<file path="src/rtl/ulpi_vp_pkg.sv">
package ulpi_vp_pkg;

  localparam int unsigned VP_WORD_W   = 32;
  localparam int unsigned ULPI_BYTE_W = 8;
  localparam int unsigned IMM_ADDR_W  = 6;

  localparam int unsigned VP_TMO_BIT  = 31;
  localparam int unsigned VP_RUN_BIT  = 30;
  localparam int unsigned VP_WR_BIT   = 29;
  localparam int unsigned VP_ADDR_LSB = 16;
  localparam int unsigned VP_RDAT_LSB = 8;
  localparam int unsigned VP_WDAT_LSB = 0;

  localparam logic [1:0] TXC_REG_WR = 2'b10;
  localparam logic [1:0] TXC_REG_RD = 2'b11;

  typedef enum logic [2:0] {
    SQ_IDLE,
    SQ_CMD,
    SQ_DATA,
    SQ_STOP,
    SQ_TURN,
    SQ_CAPT,
    SQ_HOLD
  } seq_state_t;

  // Command byte for an immediate register access
  function automatic logic [ULPI_BYTE_W-1:0] txcmd_byte(
      input logic is_wr, input logic [ULPI_BYTE_W-1:0] addr);
    logic [1:0] code;
    code = is_wr ? TXC_REG_WR : TXC_REG_RD;
    return {code, addr[IMM_ADDR_W-1:0]};
  endfunction

  function automatic logic [ULPI_BYTE_W-1:0] word_byte(
      input logic [VP_WORD_W-1:0] w, input int unsigned lsb);
    return w[lsb +: ULPI_BYTE_W];
  endfunction

  function automatic logic [VP_WORD_W-1:0] pack_word(
      input logic tmo, input logic run, input logic wr,
      input logic [ULPI_BYTE_W-1:0] addr,
      input logic [ULPI_BYTE_W-1:0] rdat,
      input logic [ULPI_BYTE_W-1:0] wdat);
    logic [VP_WORD_W-1:0] w;
    w = '0;
    w[VP_TMO_BIT] = tmo;
    w[VP_RUN_BIT] = run;
    w[VP_WR_BIT]  = wr;
    w[VP_ADDR_LSB +: ULPI_BYTE_W] = addr;
    w[VP_RDAT_LSB +: ULPI_BYTE_W] = rdat;
    w[VP_WDAT_LSB +: ULPI_BYTE_W] = wdat;
    return w;
  endfunction

endpackage

</file>
<file path="src/rtl/ulpi_vp_cmdreg.sv">
module ulpi_vp_cmdreg
  import ulpi_vp_pkg::*;
(
  input  logic                   clk,
  input  logic                   rst_n,
  input  logic                   wr_en,
  input  logic [VP_WORD_W-1:0]   wr_word,
  input  logic                   seq_done,
  input  logic                   rd_valid,
  input  logic [ULPI_BYTE_W-1:0] rd_byte,
  input  logic                   tmo_evt,
  output logic                   run_q,
  output logic                   is_wr_q,
  output logic [ULPI_BYTE_W-1:0] addr_q,
  output logic [ULPI_BYTE_W-1:0] wdat_q,
  output logic [ULPI_BYTE_W-1:0] rdat_q,
  output logic                   tmo_q,
  output logic                   start_evt,
  output logic [VP_WORD_W-1:0]   word_out
);

  logic accept;
  logic unused_wr_bits;

  assign accept    = wr_en && !run_q;
  assign start_evt = accept && wr_word[VP_RUN_BIT];
  assign unused_wr_bits = ^{wr_word[VP_TMO_BIT], wr_word[28:24],
                            wr_word[VP_RDAT_LSB +: ULPI_BYTE_W]};

  always_ff @(posedge clk) begin
    if (!rst_n) begin
      run_q   <= 1'b0;
      is_wr_q <= 1'b0;
      addr_q  <= '0;
      wdat_q  <= '0;
      rdat_q  <= '0;
      tmo_q   <= 1'b0;
    end else begin
      if (accept) begin
        run_q   <= wr_word[VP_RUN_BIT];
        is_wr_q <= wr_word[VP_WR_BIT];
        addr_q  <= word_byte(wr_word, VP_ADDR_LSB);
        wdat_q  <= word_byte(wr_word, VP_WDAT_LSB);
        if (wr_word[VP_RUN_BIT]) tmo_q <= 1'b0;
      end else if (seq_done || tmo_evt) begin
        run_q <= 1'b0;
      end
      if (tmo_evt)  tmo_q  <= 1'b1;
      if (rd_valid) rdat_q <= rd_byte;
    end
  end

  assign word_out = pack_word(tmo_q, run_q, is_wr_q, addr_q, rdat_q, wdat_q);

endmodule

</file>
<file path="src/rtl/ulpi_vp_seq.sv">
module ulpi_vp_seq
  import ulpi_vp_pkg::*;
(
  input  logic                   clk,
  input  logic                   rst_n,
  input  logic                   run,
  input  logic                   is_wr,
  input  logic [ULPI_BYTE_W-1:0] addr,
  input  logic [ULPI_BYTE_W-1:0] wdat,
  input  logic                   tmo_evt,
  input  logic                   ulpi_dir,
  input  logic                   ulpi_nxt,
  input  logic [ULPI_BYTE_W-1:0] ulpi_din,
  output logic [ULPI_BYTE_W-1:0] ulpi_dout,
  output logic                   ulpi_oe,
  output logic                   ulpi_stp,
  output logic                   done_evt,
  output logic                   cap_evt,
  output logic [ULPI_BYTE_W-1:0] cap_byte,
  output logic                   abort_evt,
  output logic                   cmd_phase,
  output logic                   waiting,
  output logic                   idle
);

  seq_state_t st, nxt_st;
  logic       drive;

  always_comb begin
    nxt_st = st;
    unique case (st)
      SQ_IDLE: if (run) nxt_st = SQ_CMD;
      SQ_CMD: begin
        if (ulpi_dir)      nxt_st = SQ_HOLD;
        else if (ulpi_nxt) nxt_st = is_wr ? SQ_DATA : SQ_TURN;
      end
      SQ_DATA: begin
        if (ulpi_dir)      nxt_st = SQ_HOLD;
        else if (ulpi_nxt) nxt_st = SQ_STOP;
      end
      SQ_STOP: nxt_st = SQ_IDLE;
      SQ_TURN: nxt_st = SQ_CAPT;
      SQ_CAPT: nxt_st = SQ_IDLE;
      SQ_HOLD: if (!ulpi_dir) nxt_st = SQ_CMD;
      default: nxt_st = SQ_IDLE;
    endcase
    if (tmo_evt) nxt_st = SQ_IDLE;
  end

  always_ff @(posedge clk) begin
    if (!rst_n) st <= SQ_IDLE;
    else        st <= nxt_st;
  end

  assign drive     = (st == SQ_CMD) || (st == SQ_DATA) || (st == SQ_STOP);
  assign ulpi_oe   = drive && !ulpi_dir;
  assign ulpi_stp  = (st == SQ_STOP);
  assign cmd_phase = (st == SQ_CMD);
  assign idle      = (st == SQ_IDLE);
  assign waiting   = (st == SQ_CMD) || (st == SQ_DATA) || (st == SQ_HOLD);
  assign abort_evt = ((st == SQ_CMD) || (st == SQ_DATA)) && ulpi_dir;
  assign done_evt  = (st == SQ_STOP) || (st == SQ_CAPT);
  assign cap_evt   = (st == SQ_CAPT);
  assign cap_byte  = ulpi_din;

  always_comb begin
    unique case (st)
      SQ_CMD:  ulpi_dout = txcmd_byte(is_wr, addr);
      SQ_DATA: ulpi_dout = wdat;
      default: ulpi_dout = '0;
    endcase
  end

endmodule

</file>
<file path="src/rtl/ulpi_vp_wdog.sv">
module ulpi_vp_wdog #(
  parameter int unsigned LIMIT = 4096
) (
  input  logic clk,
  input  logic rst_n,
  input  logic waiting,
  input  logic idle,
  output logic tmo_evt
);

  localparam int unsigned     CNT_W = $clog2(LIMIT + 1);
  localparam logic [CNT_W-1:0] LAST = CNT_W'(LIMIT - 1);

  logic [CNT_W-1:0] cnt;

  always_ff @(posedge clk) begin
    if (!rst_n)                      cnt <= '0;
    else if (idle)                   cnt <= '0;
    else if (waiting && cnt != LAST) cnt <= cnt + 1'b1;
  end

  assign tmo_evt = waiting && (cnt == LAST);

endmodule

</file>
<file path="src/rtl/ulpi_regport.sv">
module ulpi_regport
  import ulpi_vp_pkg::*;
#(
  parameter int unsigned TMO_CYCLES = 4096
) (
  input  logic                   clk,
  input  logic                   rst_n,
  input  logic                   vp_wr_en,
  input  logic [VP_WORD_W-1:0]   vp_wr_data,
  output logic [VP_WORD_W-1:0]   vp_rd_data,
  input  logic                   ulpi_dir,
  input  logic                   ulpi_nxt,
  input  logic [ULPI_BYTE_W-1:0] ulpi_data_in,
  output logic [ULPI_BYTE_W-1:0] ulpi_data_out,
  output logic                   ulpi_data_oe,
  output logic                   ulpi_stp
);

  logic                   run_q, is_wr_q, tmo_q, start_evt;
  logic [ULPI_BYTE_W-1:0] addr_q, wdat_q, rdat_q, cap_byte;
  logic                   done_evt, cap_evt, abort_evt, cmd_phase;
  logic                   waiting, idle, tmo_evt;

  ulpi_vp_cmdreg u_cmdreg (
    .clk       (clk),
    .rst_n     (rst_n),
    .wr_en     (vp_wr_en),
    .wr_word   (vp_wr_data),
    .seq_done  (done_evt),
    .rd_valid  (cap_evt),
    .rd_byte   (cap_byte),
    .tmo_evt   (tmo_evt),
    .run_q     (run_q),
    .is_wr_q   (is_wr_q),
    .addr_q    (addr_q),
    .wdat_q    (wdat_q),
    .rdat_q    (rdat_q),
    .tmo_q     (tmo_q),
    .start_evt (start_evt),
    .word_out  (vp_rd_data)
  );

  ulpi_vp_seq u_seq (
    .clk       (clk),
    .rst_n     (rst_n),
    .run       (run_q),
    .is_wr     (is_wr_q),
    .addr      (addr_q),
    .wdat      (wdat_q),
    .tmo_evt   (tmo_evt),
    .ulpi_dir  (ulpi_dir),
    .ulpi_nxt  (ulpi_nxt),
    .ulpi_din  (ulpi_data_in),
    .ulpi_dout (ulpi_data_out),
    .ulpi_oe   (ulpi_data_oe),
    .ulpi_stp  (ulpi_stp),
    .done_evt  (done_evt),
    .cap_evt   (cap_evt),
    .cap_byte  (cap_byte),
    .abort_evt (abort_evt),
    .cmd_phase (cmd_phase),
    .waiting   (waiting),
    .idle      (idle)
  );

  ulpi_vp_wdog #(.LIMIT(TMO_CYCLES)) u_wdog (
    .clk     (clk),
    .rst_n   (rst_n),
    .waiting (waiting),
    .idle    (idle),
    .tmo_evt (tmo_evt)
  );

endmodule

</file>
<file path="config.mk">
export PLATFORM = sky130hd
export DESIGN_NAME = ulpi_regport
export DESIGN_NICKNAME = d
export VERILOG_FILES = /design/src/rtl/ulpi_vp_pkg.sv /design/src/rtl/ulpi_vp_cmdreg.sv /design/src/rtl/ulpi_vp_seq.sv /design/src/rtl/ulpi_vp_wdog.sv /design/src/rtl/ulpi_regport.sv
export SDC_FILE = /design/constraint.sdc
export NUM_CORES = 1
export LEC_CHECK = 0
export BUFFER_PORTS_ARGS = -buffer_cell sky130_fd_sc_hd__buf_4
export CAP_MARGIN = 5
export CELL_PAD_IN_SITES_DETAIL_PLACEMENT = 2
export CELL_PAD_IN_SITES_GLOBAL_PLACEMENT = 2
export CORE_MARGIN = 2
export CORE_UTILIZATION = 29
export DETAILED_ROUTE_END_ITERATION = 8
export GPL_TIMING_DRIVEN = 0
export MAX_ROUTING_LAYER = met4
export PLACE_DENSITY_LB_ADDON = 0.1
export SYNTH_ARGS = -nofsm -noshare
export SYNTH_HDL_FRONTEND = slang
export SYNTH_HIERARCHICAL = 1
export SYNTH_SLANG_ARGS = --single-unit
export TNS_END_PERCENT = 50
</file>
<file path="constraint.sdc">
create_clock -name clk -period 2.4 [get_ports clk]
set_input_delay 0.36 -clock clk [delete_from_list [all_inputs] [get_ports clk]]
set_output_delay 0.36 -clock clk [all_outputs]
set_load 0.05 [all_outputs]
</file>
==> results of run 1 <==
-- per-layer routing --
| metal | wire (um) | vias to the layer above |
|---|---|---|
| met1 | 3120 | 1056 |
| li1 | - | 1079 |
| met5 | 0 | - |
| met3 | 258 | 6 |
| met2 | 3490 | 47 |
| met4 | 55 | 0 |
-- worst max-delay path, cell delays in order (launching register included) --
cell	delay, ps
dfxtp_1	390
clkbuf_4	230
nor2b_1	170
clkbuf_4	230
or2_4	190
and4_2	310
nand2_1	130
o311ai_1	270
o41ai_1	120
-- power groups by stage --
stage | clock (mW) | combinational (mW) | sequential [mW]
after floorplan | 0 | 0.755 | 0.816
after global placement | 0 | 1.02 | 0.829
after detailed placement | 0 | 1.03 | 0.830
after CTS | 0.491 | 1.03 | 0.815
after global routing | 0.525 | 1.13 | 0.824
final | 0.458 | 1.03 | 0.813
-- flip-flops by register name, indices dropped and copies added, names as in the netlist --
register          count
u_cmdreg/rdat_q       8
u_wdog/cnt           13
u_cmdreg/addr_q       8
u_cmdreg/tmo_q        1
u_cmdreg/wdat_q       8
u_cmdreg/run_q        1
u_cmdreg/is_wr_q      1
u_seq/st              3
-- worst max-delay path by stage --
stage,startpoint,to,slack (ps),cells past startpoint
finish,u_seq/st[1]$_SDFFE_PP0P_,u_wdog/cnt[10]$_SDFFE_PP0P_,240,8
global route,u_seq/st[1]$_SDFFE_PP0P_,u_wdog/cnt[10]$_SDFFE_PP0P_,50,8
CTS,u_seq/st[1]$_SDFFE_PP0P_,u_wdog/cnt[10]$_SDFFE_PP0P_,30,8
detailed placement,u_seq/st[1]$_SDFFE_PP0P_,u_wdog/cnt[10]$_SDFFE_PP0P_,-130,8
global placement,u_seq/st[1]$_SDFFE_PP0P_,u_wdog/cnt[10]$_SDFFE_PP0P_,-110,8
floorplan,u_seq/st[2]$_SDFFE_PP0P_,ulpi_data_oe,220,3
-- final cells by class --
type | instances | share of cell area
Clock inverter | 1 | 0.00157
Buffer | 56 | 0.141
Inverter | 4 | 0.00472
Timing Repair Buffer | 58 | 0.137
Tap cell | 105 | 0.0413
Clock buffer | 7 | 0.0240
Sequential cell | 43 | 0.271
Multi-Input combinational cell | 186 | 0.380
-- cells in the final DEF (no fill, tap or decap), types with 3 or more instances in the layout --
| master | instances |
|---|---|
| or3_1 | 4 |
| nand4_1 | 3 |
| a31oi_1 | 3 |
| clkbuf_1 | 3 |
| nor2b_1 | 11 |
| nand2_1 | 41 |
| o21ai_0 | 10 |
| inv_1 | 4 |
| a21oi_1 | 10 |
| a22oi_1 | 6 |
| conb_1 | 5 |
| mux2i_1 | 25 |
| clkbuf_8 | 6 |
| nor2_1 | 15 |
| nand2b_1 | 4 |
| dfxtp_1 | 43 |
| buf_4 | 100 |
| nor3_1 | 5 |
| nand3_1 | 5 |
| buf_6 | 4 |
-- metrics by stage --
step | hold slack, ps | power (mW) | instance area (um2)
after detailed placement | 463 | 1.86 | 3090
after floorplan | 435 | 1.57 | 2520
after CTS | 247 | 2.34 | 3170
final | 260 | 2.30 | 3180
after global routing | 252 | 2.47 | 3180
after global placement | 449 | 1.85 | 3090
==> results.txt, run 1 <==
status: completed
io pins: 87
Core Footprint: 0.00830 mm2
total CTS buffers: 5
PortBufs: 58
Mapped Avg Cell Area: 8.78 um2
vias in the first global route: 2,396
Pre-antenna DRT Iters: 4
total grt overflow: 0
root buf cell: clkbuf_8
crit path kind: reg -> reg
Critical Path RT: 2580 ps
# H-tree levels: 2
Fill cells: 947
initial core utilization: 0.302
PwrDens: 724 mW/mm2
Total Nets Final: 400
layout cells sized above 1: 0.366
endpoint of the worst-slack reg-to-reg timing path: u_wdog/cnt[10]$_SDFFE_PP0P_
Util after Layout: 0.383
Die X: 96.9 um
final hold violation count: 0
maximum clock path buffer count: 2
Clk Latency, worst-skew pair: 300 ps
Rows: 33
Tightest Hold Check Type: in -> reg
placed insts: 452
antenna-violating nets left: 0
initial drt markers: 34
GRT busiest layer: met2
Setup WS post-layout: 243 ps
gr usage total: 0.162
Max-cap violations: 0
Tcrit/Tclk final: 0.899
post-route insts no fill: 460
Via density: 4.76
Final GP Congestion: 0.718
WL per Instance: 15.1 um
DP Worst Slack: -134 ps
RR Startpoint: u_seq/st[1]$_SDFFE_PP0P_
Register Area: 861 um2
post-DP HPWL: 5290 um
CP arrival: 2340 ps
synth warn: 6
switching power total: 0.937 mW
Worst-path clk slew: 80 ps
Worst setup SP type: flip-flop
DRC violations left: 0
met1 usage: 0.200
Int Pwr: 1.36 mW
Reg power frac: 0.353
postcts setup bufs: 0
fin crit period: 2160 ps
Static Leak: 1.41 nW
drt total wl: 6930 um
final setup fails: 0
Clock Skew: 6.80 ps
post-synthesis cell area: 0.00250 mm2
FMAX: 464 MHz
initial antenna violation count: 0
cts hold-fix bufs: 0
hold_sp: vp_wr_data[30]
Comb power frac: 0.447
clock net sink count: 43
TritonCTS clock tree: built
setup TNS: 0 ps
met3 GRT Util: 0.0332
Worst Tran Pin Value: 520 ps
Syn Inst Count: 285
Hold Path End: u_cmdreg/tmo_q$_SDFFE_PN0P_
PostCTS Resize Cnt: 2
r2r setup slk: 240 ps
Die Span Y: 96.9 um
crit-path max FO: 10
Switching Fraction: 0.408
met2 usage: 0.272
Max VDD drop: 0.196 mV
Vias: 2,188
worst hold path stage count: 2
Slew Viols, Final: 0
Reg2Reg Depth: 8
Clk pwr share: 0.199
Multi-input gate area: 0.00121 mm2
first-pass GRT wire length: 12,100 um
Slew HR: 0.652
Setup crit end kind: flip-flop
DIE AREA: 0.00939 mm2
RSZ-0062 raised after global routing: false
synthesis-to-finish area growth: 26.9%
Antenna diodes: 0
largest net degree at the start of global routing: 13
(Power assumes the default switching activity.)
==> run 2, diff against run 1 <==
--- a/config.mk
+++ b/config.mk
@@ -5,12 +5,13 @@
 export SDC_FILE = /design/constraint.sdc
 export NUM_CORES = 1
 export LEC_CHECK = 0
+export ABC_AREA = 1
 export BUFFER_PORTS_ARGS = -buffer_cell sky130_fd_sc_hd__buf_4
 export CAP_MARGIN = 5
 export CELL_PAD_IN_SITES_DETAIL_PLACEMENT = 2
 export CELL_PAD_IN_SITES_GLOBAL_PLACEMENT = 2
-export CORE_MARGIN = 2
-export CORE_UTILIZATION = 29
+export CORE_MARGIN = 4
+export CORE_UTILIZATION = 26
 export DETAILED_ROUTE_END_ITERATION = 8
 export GPL_TIMING_DRIVEN = 0
 export MAX_ROUTING_LAYER = met4
==> results.txt, run 2 <==
Tightest Hold Check Type: in -> reg (unchanged)
vias in the first global route: 2,646 (was 2,396)
Total Nets Final: 459 (was 400)
RSZ-0062 raised after global routing: false (unchanged)
DIE AREA: 0.0110 mm2 (was 0.00939 mm2)
Die Span Y: 105 um (was 96.9 um)
synth warn: 6 (unchanged)
Top reg by flops: u_wdog/cnt (unchanged)
Vias: 2,367 (was 2,188)
post-synthesis cell area: 0.00245 mm2 (was 0.00250 mm2)
Slew Viols, Final: 0 (unchanged)
maximum clock path buffer count: 2 (unchanged)
drt total wl: 7600 um (was 6930 um)
initial core utilization: 0.266 (was 0.302)
layout cells sized above 1: 0.345 (was 0.366)
Clock Skew: 9.49 ps (was 6.80 ps)
Core Footprint: 0.00920 mm2 (was 0.00830 mm2)
worst hold slack: 272 ps (was 260 ps)
total CTS buffers: 5 (unchanged)
DRC violations left: 0 (unchanged)
PwrDens: 880 mW/mm2 (was 724 mW/mm2)
post-route insts no fill: 525 (was 460)
Setup crit end kind: flip-flop (unchanged)
Clk Latency, worst-skew pair: 310 ps (was 300 ps)
TritonCTS clock tree: built (unchanged)
antenna-violating nets left: 0 (unchanged)
Pre-antenna DRT Iters: 4 (unchanged)
WL per Instance: 14.5 um (was 15.1 um)
Rows: 35 (was 33)
most frequent cells in the layout: 100 x buf_4, 87 x nor2_1, 43 x dfxtp_1 (was 100 x buf_4, 43 x dfxtp_1, 41 x nand2_1)
crit path kind: reg -> reg (unchanged)
Tot Pwr: 2.78 mW (was 2.30 mW)
crit-path max FO: 10 (unchanged)
Antenna diodes: 0 (unchanged)
final hold violation count: 0 (unchanged)
Worst setup SP type: flip-flop (unchanged)
clock net sink count: 43 (unchanged)
total grt overflow: 0 (unchanged)
PortBufs: 59 (was 58)
Slew HR: 0.577 (was 0.652)
io pins: 87 (unchanged)
status: completed (unchanged)
CP arrival: 2340 ps (about the same)
Final GP Congestion: 0.754 (was 0.718)
postcts setup bufs: 0 (unchanged)
most common cell after layout, fill and taps aside: buf_4 (unchanged)
Critical Path RT: 2610 ps (was 2580 ps)
max FFs per register: 13 (unchanged)
initial antenna violation count: 0 (unchanged)
Max-cap violations: 0 (unchanged)
initial drt markers: 21 (was 34)
synthesis-to-finish area growth: 29.4% (was 26.9%)
placed insts: 517 (was 452)
Max VDD drop: 0.303 mV (was 0.196 mV)
largest net degree at the start of global routing: 16 (was 13)
FMAX: 470 MHz (was 464 MHz)
Via density: 4.51 (was 4.76)
Tcrit/Tclk final: 0.887 (was 0.899)
Die X: 105 um (was 96.9 um)
fin crit period: 2130 ps (was 2160 ps)
Syn Inst Count: 343 (was 285)
Mapped Avg Cell Area: 7.13 um2 (was 8.78 um2)
root buf cell: clkbuf_8 (unchanged)
Static Leak: 1.49 nW (was 1.41 nW)
Worst Tran Pin Value: 632 ps (was 520 ps)
Util after Layout: 0.344 (was 0.383)
# H-tree levels: 2 (unchanged)
final setup fails: 0 (unchanged)
Worst-path clk slew: 100 ps (was 80 ps)
post-DP HPWL: 6050 um (was 5290 um)
Fill cells: 1,130 (was 947)
gr usage total: 0.147 (was 0.162)
first-pass GRT wire length: 12,600 um (was 12,100 um)
run 2: layer usage:
layer  vias to the layer above  wire [um]  GRT usage
li1                       1182          -          -
met3                         7        222     0.0296
met1                      1137       3400      0.172
met5                         -          0          -
met4                         0         80     0.0366
met2                        41       3890      0.257
run 2: power by group:
group	total [mW]	internal [mW]	leakage, nW	switching (mW)
combinational	1.32	0.449	1.08	0.870
clock	0.600	0.314	0.0548	0.286
sequential	0.866	0.802	0.352	0.0637
run 2: timing repair:
item                       in CTS  in global routing
setup endpoints to repair       1                  1
hold buffers                    0                  0
pin swaps                       0                  0
resized for setup               1                  1
run 2: final cells by class:
cell class / instances / area (um2) / share of cell area
Multi-Input combinational cell: 226 / 1100 / 0.347
Sequential cell: 43 / 861 / 0.272
Timing Repair Buffer: 59 / 443 / 0.140
Buffer: 51 / 404 / 0.128
Tap cell: 111 / 139 / 0.0439
Inverter: 27 / 106 / 0.0336
Clock buffer: 5 / 68.8 / 0.0217
Clock inverter: 3 / 46.3 / 0.0146
run 2: path summary, 6_finish.rpt:
kind	start	end	slack [ps]	depth (start not counted)
max	u_seq/st[0]$_SDFFE_PP0P_	u_seq/st[0]$_SDFFE_PP0P_	270	11
min reg2reg	u_cmdreg/addr_q[7]$_SDFFE_PN0P_	u_cmdreg/addr_q[7]$_SDFFE_PN0P_	500	2
max reg2reg	u_seq/st[0]$_SDFFE_PP0P_	u_seq/st[0]$_SDFFE_PP0P_	270	11
min	ulpi_data_in[4]	u_cmdreg/rdat_q[4]$_SDFFE_PN0P_	270	3
run 2: stage by stage:
| step | TNS (ps) | cell area [um2] | worst slack, ps |
|---|---|---|---|
| floorplan | 0 | 2460 | 264 |
| global placement | -11.8 | 3040 | -11.8 |
| detailed placement | -50.4 | 3040 | -50.4 |
| CTS | 0 | 3160 | 112 |
| global route | 0 | 3170 | 99.9 |
| finish | 0 | 3170 | 271 |
run 2: worst max-delay path, stage by stage (launching register included):
cell and delay (ps):
dfxtp_1 310, buf_4 160, inv_1 150, buf_2 270, nor2_1 120, nor2_4 210
inv_2 120, nor3_1 280, nor2_1 140, and2_1 170, nand2_1 60, nor2_1 30
